## config.mk

```make
export PLATFORM = sky130hd
export DESIGN_NAME = flash_cmd_seq
export DESIGN_NICKNAME = d
export VERILOG_FILES = /design/src/rtl/flash_cmd_pkg.sv /design/src/rtl/fcs_seq_track.sv /design/src/rtl/fcs_mode_ctrl.sv /design/src/rtl/fcs_read_mux.sv /design/src/rtl/flash_cmd_seq.sv
export SDC_FILE = /design/constraint.sdc
export NUM_CORES = 1
export LEC_CHECK = 0
export BUFFER_PORTS_ARGS = -buffer_cell sky130_fd_sc_hd__buf_2
export CAP_MARGIN = 20
export CELL_PAD_IN_SITES_DETAIL_PLACEMENT = 1
export CELL_PAD_IN_SITES_GLOBAL_PLACEMENT = 1
export CORE_UTILIZATION = 25
export DETAILED_ROUTE_END_ITERATION = 10
export GPL_TIMING_DRIVEN = 0
export PLACE_DENSITY_LB_ADDON = 0.25
export RECOVER_POWER = 25
export SYNTH_ARGS = -nofsm -noshare
export SYNTH_HDL_FRONTEND = slang
export SYNTH_SLANG_ARGS = --single-unit
export TNS_END_PERCENT = 20
```

## constraint.sdc

```tcl
create_clock -name clk -period 1.81 [get_ports clk]
set_input_delay 0 -clock clk [delete_from_list [all_inputs] [get_ports clk]]
set_output_delay 0 -clock clk [all_outputs]
set_load 0.05 [all_outputs]
```

## src/rtl/flash_cmd_pkg.sv

```systemverilog
package flash_cmd_pkg;

  typedef enum logic [1:0] {
    RD_ARRAY  = 2'd0,
    RD_IDENT  = 2'd1,
    RD_STATUS = 2'd2
  } rd_sel_e;

  typedef enum logic [2:0] {
    SQ_IDLE  = 3'd0,
    SQ_UNL1  = 3'd1,
    SQ_UNL2  = 3'd2,
    SQ_SETUP = 3'd3,
    SQ_EUNL1 = 3'd4,
    SQ_EUNL2 = 3'd5
  } seq_e;

  typedef enum logic [1:0] {
    MD_ARRAY = 2'd0,
    MD_IDENT = 2'd1,
    MD_BUSY  = 2'd2,
    MD_FAIL  = 2'd3
  } mode_e;

  localparam logic [7:0] CMD_UNLOCK1 = 8'hAA;
  localparam logic [7:0] CMD_UNLOCK2 = 8'h55;
  localparam logic [7:0] CMD_SETUP   = 8'h80;
  localparam logic [7:0] CMD_CHIP    = 8'h10;
  localparam logic [7:0] CMD_SECTOR  = 8'h30;
  localparam logic [7:0] CMD_IDENT   = 8'h90;
  localparam logic [7:0] CMD_RESET   = 8'hF0;

  // Status byte: bit7 polling (0 while not ready), bit6 toggle, bit5 failure.
  function automatic logic [7:0] status_byte(input logic tog, input logic fail);
    return {1'b0, tog, fail, 5'b00000};
  endfunction

  // Identifier table indexed by the two lowest address bits.
  function automatic logic [15:0] ident_word(input logic [1:0] idx,
                                             input logic [15:0] mfr,
                                             input logic [15:0] dev);
    case (idx)
      2'b00:   return mfr;
      2'b01:   return dev;
      default: return 16'h0000;
    endcase
  endfunction

endpackage

```

## src/rtl/fcs_seq_track.sv

```systemverilog
module fcs_seq_track
  import flash_cmd_pkg::*;
#(
  parameter int unsigned ADDR_W = 18,
  parameter int unsigned KEY_W  = 11,
  parameter int unsigned UNL_A1 = 'h555,
  parameter int unsigned UNL_A2 = 'h2AA
) (
  input  logic              clk,
  input  logic              rst_n,
  input  logic              wr_en,
  input  logic [ADDR_W-1:0] wr_addr,
  input  logic [7:0]        wr_byte,
  input  logic              hold,
  output logic              ev_chip,
  output logic              ev_sector,
  output logic              ev_ident,
  output logic              ev_reset,
  output logic              ev_break,
  output seq_e              seq_state
);

  localparam logic [KEY_W-1:0] KEY1 = UNL_A1[KEY_W-1:0];
  localparam logic [KEY_W-1:0] KEY2 = UNL_A2[KEY_W-1:0];

  seq_e st_q, st_d;
  logic at1, at2;

  assign at1 = (wr_addr[KEY_W-1:0] == KEY1);
  assign at2 = (wr_addr[KEY_W-1:0] == KEY2);

  always_comb begin
    st_d      = st_q;
    ev_chip   = 1'b0;
    ev_sector = 1'b0;
    ev_ident  = 1'b0;
    ev_reset  = 1'b0;
    ev_break  = 1'b0;
    if (wr_en) begin
      if (wr_byte == CMD_RESET) begin
        ev_reset = 1'b1;
        st_d     = SQ_IDLE;
      end else if (hold) begin
        st_d = SQ_IDLE;
      end else begin
        st_d = SQ_IDLE;
        case (st_q)
          SQ_IDLE: begin
            if (at1 && wr_byte == CMD_UNLOCK1) st_d = SQ_UNL1;
          end
          SQ_UNL1: begin
            if (at2 && wr_byte == CMD_UNLOCK2) st_d = SQ_UNL2;
            else ev_break = 1'b1;
          end
          SQ_UNL2: begin
            if (at1 && wr_byte == CMD_SETUP)      st_d = SQ_SETUP;
            else if (at1 && wr_byte == CMD_IDENT) ev_ident = 1'b1;
            else                                  ev_break = 1'b1;
          end
          SQ_SETUP: begin
            if (at1 && wr_byte == CMD_UNLOCK1) st_d = SQ_EUNL1;
            else ev_break = 1'b1;
          end
          SQ_EUNL1: begin
            if (at2 && wr_byte == CMD_UNLOCK2) st_d = SQ_EUNL2;
            else ev_break = 1'b1;
          end
          SQ_EUNL2: begin
            if (at1 && wr_byte == CMD_CHIP)  ev_chip = 1'b1;
            else if (wr_byte == CMD_SECTOR)  ev_sector = 1'b1;
            else                             ev_break = 1'b1;
          end
          default: ev_break = 1'b1;
        endcase
      end
    end
  end

  always_ff @(posedge clk) begin
    if (!rst_n) st_q <= SQ_IDLE;
    else        st_q <= st_d;
  end

  assign seq_state = st_q;

endmodule

```

## src/rtl/fcs_mode_ctrl.sv

```systemverilog
module fcs_mode_ctrl
  import flash_cmd_pkg::*;
#(
  parameter int unsigned ADDR_W   = 18,
  parameter int unsigned SECT_LSB = 12,
  localparam int unsigned SECT_W  = ADDR_W - SECT_LSB
) (
  input  logic              clk,
  input  logic              rst_n,
  input  logic              ev_chip,
  input  logic              ev_sector,
  input  logic              ev_ident,
  input  logic              ev_reset,
  input  logic [ADDR_W-1:0] wr_addr,
  input  logic              rd_en,
  input  logic              done_in,
  input  logic              fail_in,
  output mode_e             mode,
  output logic              tog,
  output logic              start,
  output logic              chip,
  output logic [SECT_W-1:0] sector,
  output logic              abort
);

  mode_e mode_q;
  logic  launch;

  assign launch = ev_chip | ev_sector;

  always_ff @(posedge clk) begin
    if (!rst_n) begin
      mode_q <= MD_ARRAY;
      tog    <= 1'b0;
      start  <= 1'b0;
      chip   <= 1'b0;
      sector <= '0;
      abort  <= 1'b0;
    end else begin
      start <= 1'b0;
      abort <= 1'b0;
      case (mode_q)
        MD_ARRAY, MD_IDENT: begin
          if (launch) begin
            mode_q <= MD_BUSY;
            start  <= 1'b1;
            chip   <= ev_chip;
            sector <= ev_chip ? '0 : wr_addr[ADDR_W-1:SECT_LSB];
            tog    <= 1'b0;
          end else if (ev_ident) begin
            mode_q <= MD_IDENT;
          end else if (ev_reset) begin
            mode_q <= MD_ARRAY;
          end
        end
        MD_BUSY: begin
          if (ev_reset) begin
            abort  <= 1'b1;
            mode_q <= MD_ARRAY;
          end else if (fail_in) begin
            mode_q <= MD_FAIL;
          end else if (done_in) begin
            mode_q <= MD_ARRAY;
          end else if (rd_en) begin
            tog <= ~tog;
          end
        end
        default: begin
          if (ev_reset) begin
            abort  <= 1'b1;
            mode_q <= MD_ARRAY;
          end else if (rd_en) begin
            tog <= ~tog;
          end
        end
      endcase
    end
  end

  assign mode = mode_q;

endmodule

```

## src/rtl/fcs_read_mux.sv

```systemverilog
module fcs_read_mux
  import flash_cmd_pkg::*;
#(
  parameter int unsigned DATA_W   = 16,
  parameter logic [15:0] MFR_CODE = 16'h00C2,
  parameter logic [15:0] DEV_CODE = 16'h2257
) (
  input  mode_e             mode,
  input  logic [1:0]        idx,
  input  logic [DATA_W-1:0] array_rdata,
  input  logic              tog,
  output logic [1:0]        sel,
  output logic [DATA_W-1:0] rd_data
);

  logic [15:0] id_w;
  logic [7:0]  st_b;

  assign id_w = ident_word(idx, MFR_CODE, DEV_CODE);
  assign st_b = status_byte(tog, mode == MD_FAIL);

  always_comb begin
    case (mode)
      MD_ARRAY: begin
        sel     = RD_ARRAY;
        rd_data = array_rdata;
      end
      MD_IDENT: begin
        sel     = RD_IDENT;
        rd_data = DATA_W'(id_w);
      end
      default: begin
        sel     = RD_STATUS;
        rd_data = DATA_W'(st_b);
      end
    endcase
  end

endmodule

```

## src/rtl/flash_cmd_seq.sv

```systemverilog
module flash_cmd_seq
  import flash_cmd_pkg::*;
#(
  parameter int unsigned ADDR_W   = 18,
  parameter int unsigned DATA_W   = 16,
  parameter int unsigned KEY_W    = 11,
  parameter int unsigned SECT_LSB = 12,
  parameter int unsigned UNL_A1   = 'h555,
  parameter int unsigned UNL_A2   = 'h2AA,
  parameter logic [15:0] MFR_CODE = 16'h00C2,
  parameter logic [15:0] DEV_CODE = 16'h2257
) (
  input  logic                       clk,
  input  logic                       rst_n,
  input  logic                       bus_wr,
  input  logic                       bus_rd,
  input  logic [ADDR_W-1:0]          bus_addr,
  input  logic [DATA_W-1:0]          bus_wdata,
  input  logic [DATA_W-1:0]          array_rdata,
  input  logic                       erase_done,
  input  logic                       erase_fail,
  output logic                       erase_start,
  output logic                       erase_chip,
  output logic [ADDR_W-SECT_LSB-1:0] erase_sector,
  output logic                       abort_req,
  output logic                       busy,
  output logic [1:0]                 rd_sel,
  output logic [DATA_W-1:0]          rd_data
);

  // Named internal events, visible to the bound checker.
  logic  ev_chip, ev_sector, ev_ident, ev_reset, ev_break;
  logic  hold, tog;
  mode_e mode;
  seq_e  seq_state;

  assign hold = (mode == MD_BUSY) || (mode == MD_FAIL);
  assign busy = hold;

  fcs_seq_track #(
    .ADDR_W(ADDR_W), .KEY_W(KEY_W), .UNL_A1(UNL_A1), .UNL_A2(UNL_A2)
  ) u_seq (
    .clk(clk), .rst_n(rst_n),
    .wr_en(bus_wr), .wr_addr(bus_addr), .wr_byte(bus_wdata[7:0]),
    .hold(hold),
    .ev_chip(ev_chip), .ev_sector(ev_sector), .ev_ident(ev_ident),
    .ev_reset(ev_reset), .ev_break(ev_break), .seq_state(seq_state)
  );

  fcs_mode_ctrl #(
    .ADDR_W(ADDR_W), .SECT_LSB(SECT_LSB)
  ) u_mode (
    .clk(clk), .rst_n(rst_n),
    .ev_chip(ev_chip), .ev_sector(ev_sector), .ev_ident(ev_ident),
    .ev_reset(ev_reset), .wr_addr(bus_addr), .rd_en(bus_rd),
    .done_in(erase_done), .fail_in(erase_fail),
    .mode(mode), .tog(tog), .start(erase_start), .chip(erase_chip),
    .sector(erase_sector), .abort(abort_req)
  );

  fcs_read_mux #(
    .DATA_W(DATA_W), .MFR_CODE(MFR_CODE), .DEV_CODE(DEV_CODE)
  ) u_rmux (
    .mode(mode), .idx(bus_addr[1:0]), .array_rdata(array_rdata), .tog(tog),
    .sel(rd_sel), .rd_data(rd_data)
  );

endmodule

```

==> impl_metrics.csv <==
group,metric,value,unit
setup_path,setup.worst_path.start_class,"flop",
setup_path,rrSetupSlack,0.09,ns
final_layout,area_growth,52.0,%
final_layout,final_nets,282,
setup_path,cp-end-kind,"flop",
logic_synthesis,async_flop_share,0,%
final_layout,instances_no_fill,275,
floorplanning,coreArea,0.00403,sq mm
clock_network,root_buffer,"clkbuf_8",
place,place.gp.congestion,0.805,
place,hpwlAfterDp,2.84,mm
final_layout,utilization,39.6,%
detailed_routing,dr.pass1.iters,4,
run_status,status,"completed",
grt,grt_remaining_overflow,0,
logic_synthesis,ys_ff_latch,15,
setup_path,critPathArrivalTime,1.91,ns
clock_network,cts.sinks,15,
place,placed_area,0.00148,sq mm
sta,finalSetupViolCount,0,
floorplanning,die_width,66.8,microns
detailed_routing,viasPerCell,4.86,
sta,hold_viol,0,
floorplanning,die_area,0.00446,sq mm
detailed_routing,drt_wl_total,3.61,mm
clock_network,clockBufferDepth,2,
clock_network,h-tree-depth,1,
grt,grt_pass1_wl,5.63,mm
sta,period_minus_slack,1.72,ns
logic_synthesis,yosys_most_used_dff,"dfxtp_1",
setup_path,crit_type,"reg2reg",
logic_synthesis,yosys.area.top_type_share,28.6,%
power_and_ir_drop,p_per_area,508,mW/mm^2
sta,whs,0.0672,ns
final_layout,drive_gt1_share,37.8,%
detailed_routing,vias,1337,
sta,rsz0062_at_grt,"false",
floorplanning,start_util,26.1,%
logic_synthesis,synth_edf_count,0,
sta,finalMaxSlewViolations,0,
setup_path,worst-path-max-fanout,7,
sta,tightest_slew,0.626,ns
sta,max_freq,0.582,GHz
grt,first_global_vias,1259,
grt,globalRouteMet2Util,31.3,%
grt,top_usage_layer,"met2",
hold_path,hp-class,"in2reg",
sta,clock-skew-final,0.00428,ns
logic_synthesis,synth_area_per_cell,7.39,sq um
grt,antenna_found_initial,0,
setup_path,required,2.00,ns
grt,grt_max_degree,11,
logic_synthesis,syn-cell-area,0.00105,sq mm
clock_network,cts_inserted_buffers,3,
grt,use_met3,3.60,%
clock_network,clk_pin_slew,0.06,ns
sta,slew_headroom,58.4,%
detailed_routing,first_iter_violations,23,
logic_synthesis,yosys.area.top_type,"dfxtp_1",
floorplanning,core.rowCount,23,
final_layout,fin_area,0.00160,sq mm
logic_synthesis,yosysWarnings,0,
flow_run,drv_cap,0,
place,io_buffers,73,
logic_synthesis,synth_cells,142,
grt,use_met1,18.8,%
place,place_inst,265,
power_and_ir_drop,leakage,0.000697,uW
power_and_ir_drop,peakVddDrop,0.373,mV
sta,period_share,94.9,%
logic_synthesis,yosysUniqueCellTypes,43,
detailed_routing,drc,0,
clock_network,cts_tree,"built",
floorplanning,die_h,66.8,microns
detailed_routing,ant_nets,0,
detailed_routing,wire_per_inst,13.1,microns
logic_synthesis,syn-num-nets,198,
clock_network,clock_latency,0.25,ns
logic_synthesis,yosysSeqAreaShare,28.6,%
clock_network,cts_setup_buffers,0,
logic_synthesis,synth_area_leaders,"dfxtp_1, nand2_1, a21oi_1, nor2_1, and2_1",
floorplanning,pin_count,84,
grt,grtUsageTotal,16.5,%
final_layout,antennaDiodeCount,0,
[worst paths after layout]
path / from / endpoint / cells after the start
min: rst_n / u_mode.chip / 2
min reg2reg: u_mode.tog / u_mode.tog / 2
max reg2reg: u_seq.seq_state[1] / u_mode.sector[3] / 6
max: u_seq.seq_state[1] / u_mode.sector[3] / 6
[worst max-delay path, stage by stage (launching register included)]
cell      delay [ns]
dfxtp_2         0.35
nand2b_1        0.17
or3_4           0.42
nor4b_4         0.30
and2_4          0.20
buf_6           0.11
a22o_1          0.12
[state kept, by name, indices dropped and copies added, names as in the netlist]
register,cells
u_mode.chip,1
u_mode.abort,1
u_seq.seq_state,3
u_mode.sector,6
u_mode.mode,2
u_mode.start,1
u_mode.tog,1
[layout by cell type, fill, tap and decap left out, types with 2 or more instances in the layout]
cell           instances
buf_2                 62
nand2_1               25
nor2_1                15
clkbuf_1              13
a21oi_1               13
dfxtp_1               12
and2_1                 8
a22o_1                 6
dlygate4sd3_1          6
nand3_1                4
nand4_1                4
inv_1                  3
nor4b_1                3
nor3_1                 3
o21ai_1                3
clkbuf_8               3
dfxtp_2                3
clkbuf_2               2
nor2_2                 2
nor4_1                 2
nor4bb_1               2
nor2b_1                2
clkbuf_4               2
[timing repair]
action / in CTS / in global routing
pin swaps: 0 / 0
gates resized for setup: 4 / 10
hold buffers: 6 / 0
endpoints found under the setup margin: 13 / 16
endpoints found under the hold margin: 6 / 0
[routing by layer]
layer | share of wire [%] | wire [microns]
met5 | 0 | 0
met4 | 0.42 | 15
met3 | 5.0 | 181
met2 | 52 | 1870
met1 | 43 | 1540
[report_power, final]
part           internal [uW]  switching [uW]  leakage [uW]
logic                   79.3             130      0.000552
registers                330       0.0000600      0.000122
clock network            156             115     0.0000228
[cells in the mapped netlist (2+ instances only)]
master and count:
a21oi_1 13, inv_1 3, nand3_1 4, clkbuf_1 4, nor3_1 3, o21ai_1 3, nor2_1 17, nor4_1 2
nor4bb_1 2, nor2b_1 2, a22o_1 6, nor4b_1 3, nand4_1 4, dfxtp_1 15, nand2_1 25, and2_1 9
[final cells by class]
cell class	instances	area [sq um]
Fill cell	543	2430
Multi-Input combinational cell	117	716
Timing Repair Buffer	79	418
Sequential cell	15	304
Tap cell	50	62.6
Clock buffer	4	45.0
Buffer	6	33.8
Inverter	4	16.3
[cell families (layout without fill, tap and decap cells)]
| kind of cell | after synthesis | after routing | synth area share, % |
|---|---|---|---|
| AOI/OAI and AO/OA | 31 | 31 | 19.3 |
| DFF | 15 | 15 | 28.6 |
| buffers and inverters | 10 | 93 | 4.41 |
| muxes | 1 | 1 | 0.954 |
| and+or+nand+nor | 85 | 85 | 46.7 |
[per-stage QoR]
stage | power, uW | setup WS [ns] | TNS, ns
after floorplan | 449 | 0.0675 | 0
after global placement | 534 | -0.0172 | -0.0683
after detailed placement | 535 | -0.0407 | -0.222
after CTS | 821 | 0.00745 | 0
after global routing | 850 | 0.0193 | 0
final | 810 | 0.0915 | 0
No activity file was read; power rests on OpenSTA's default activity.
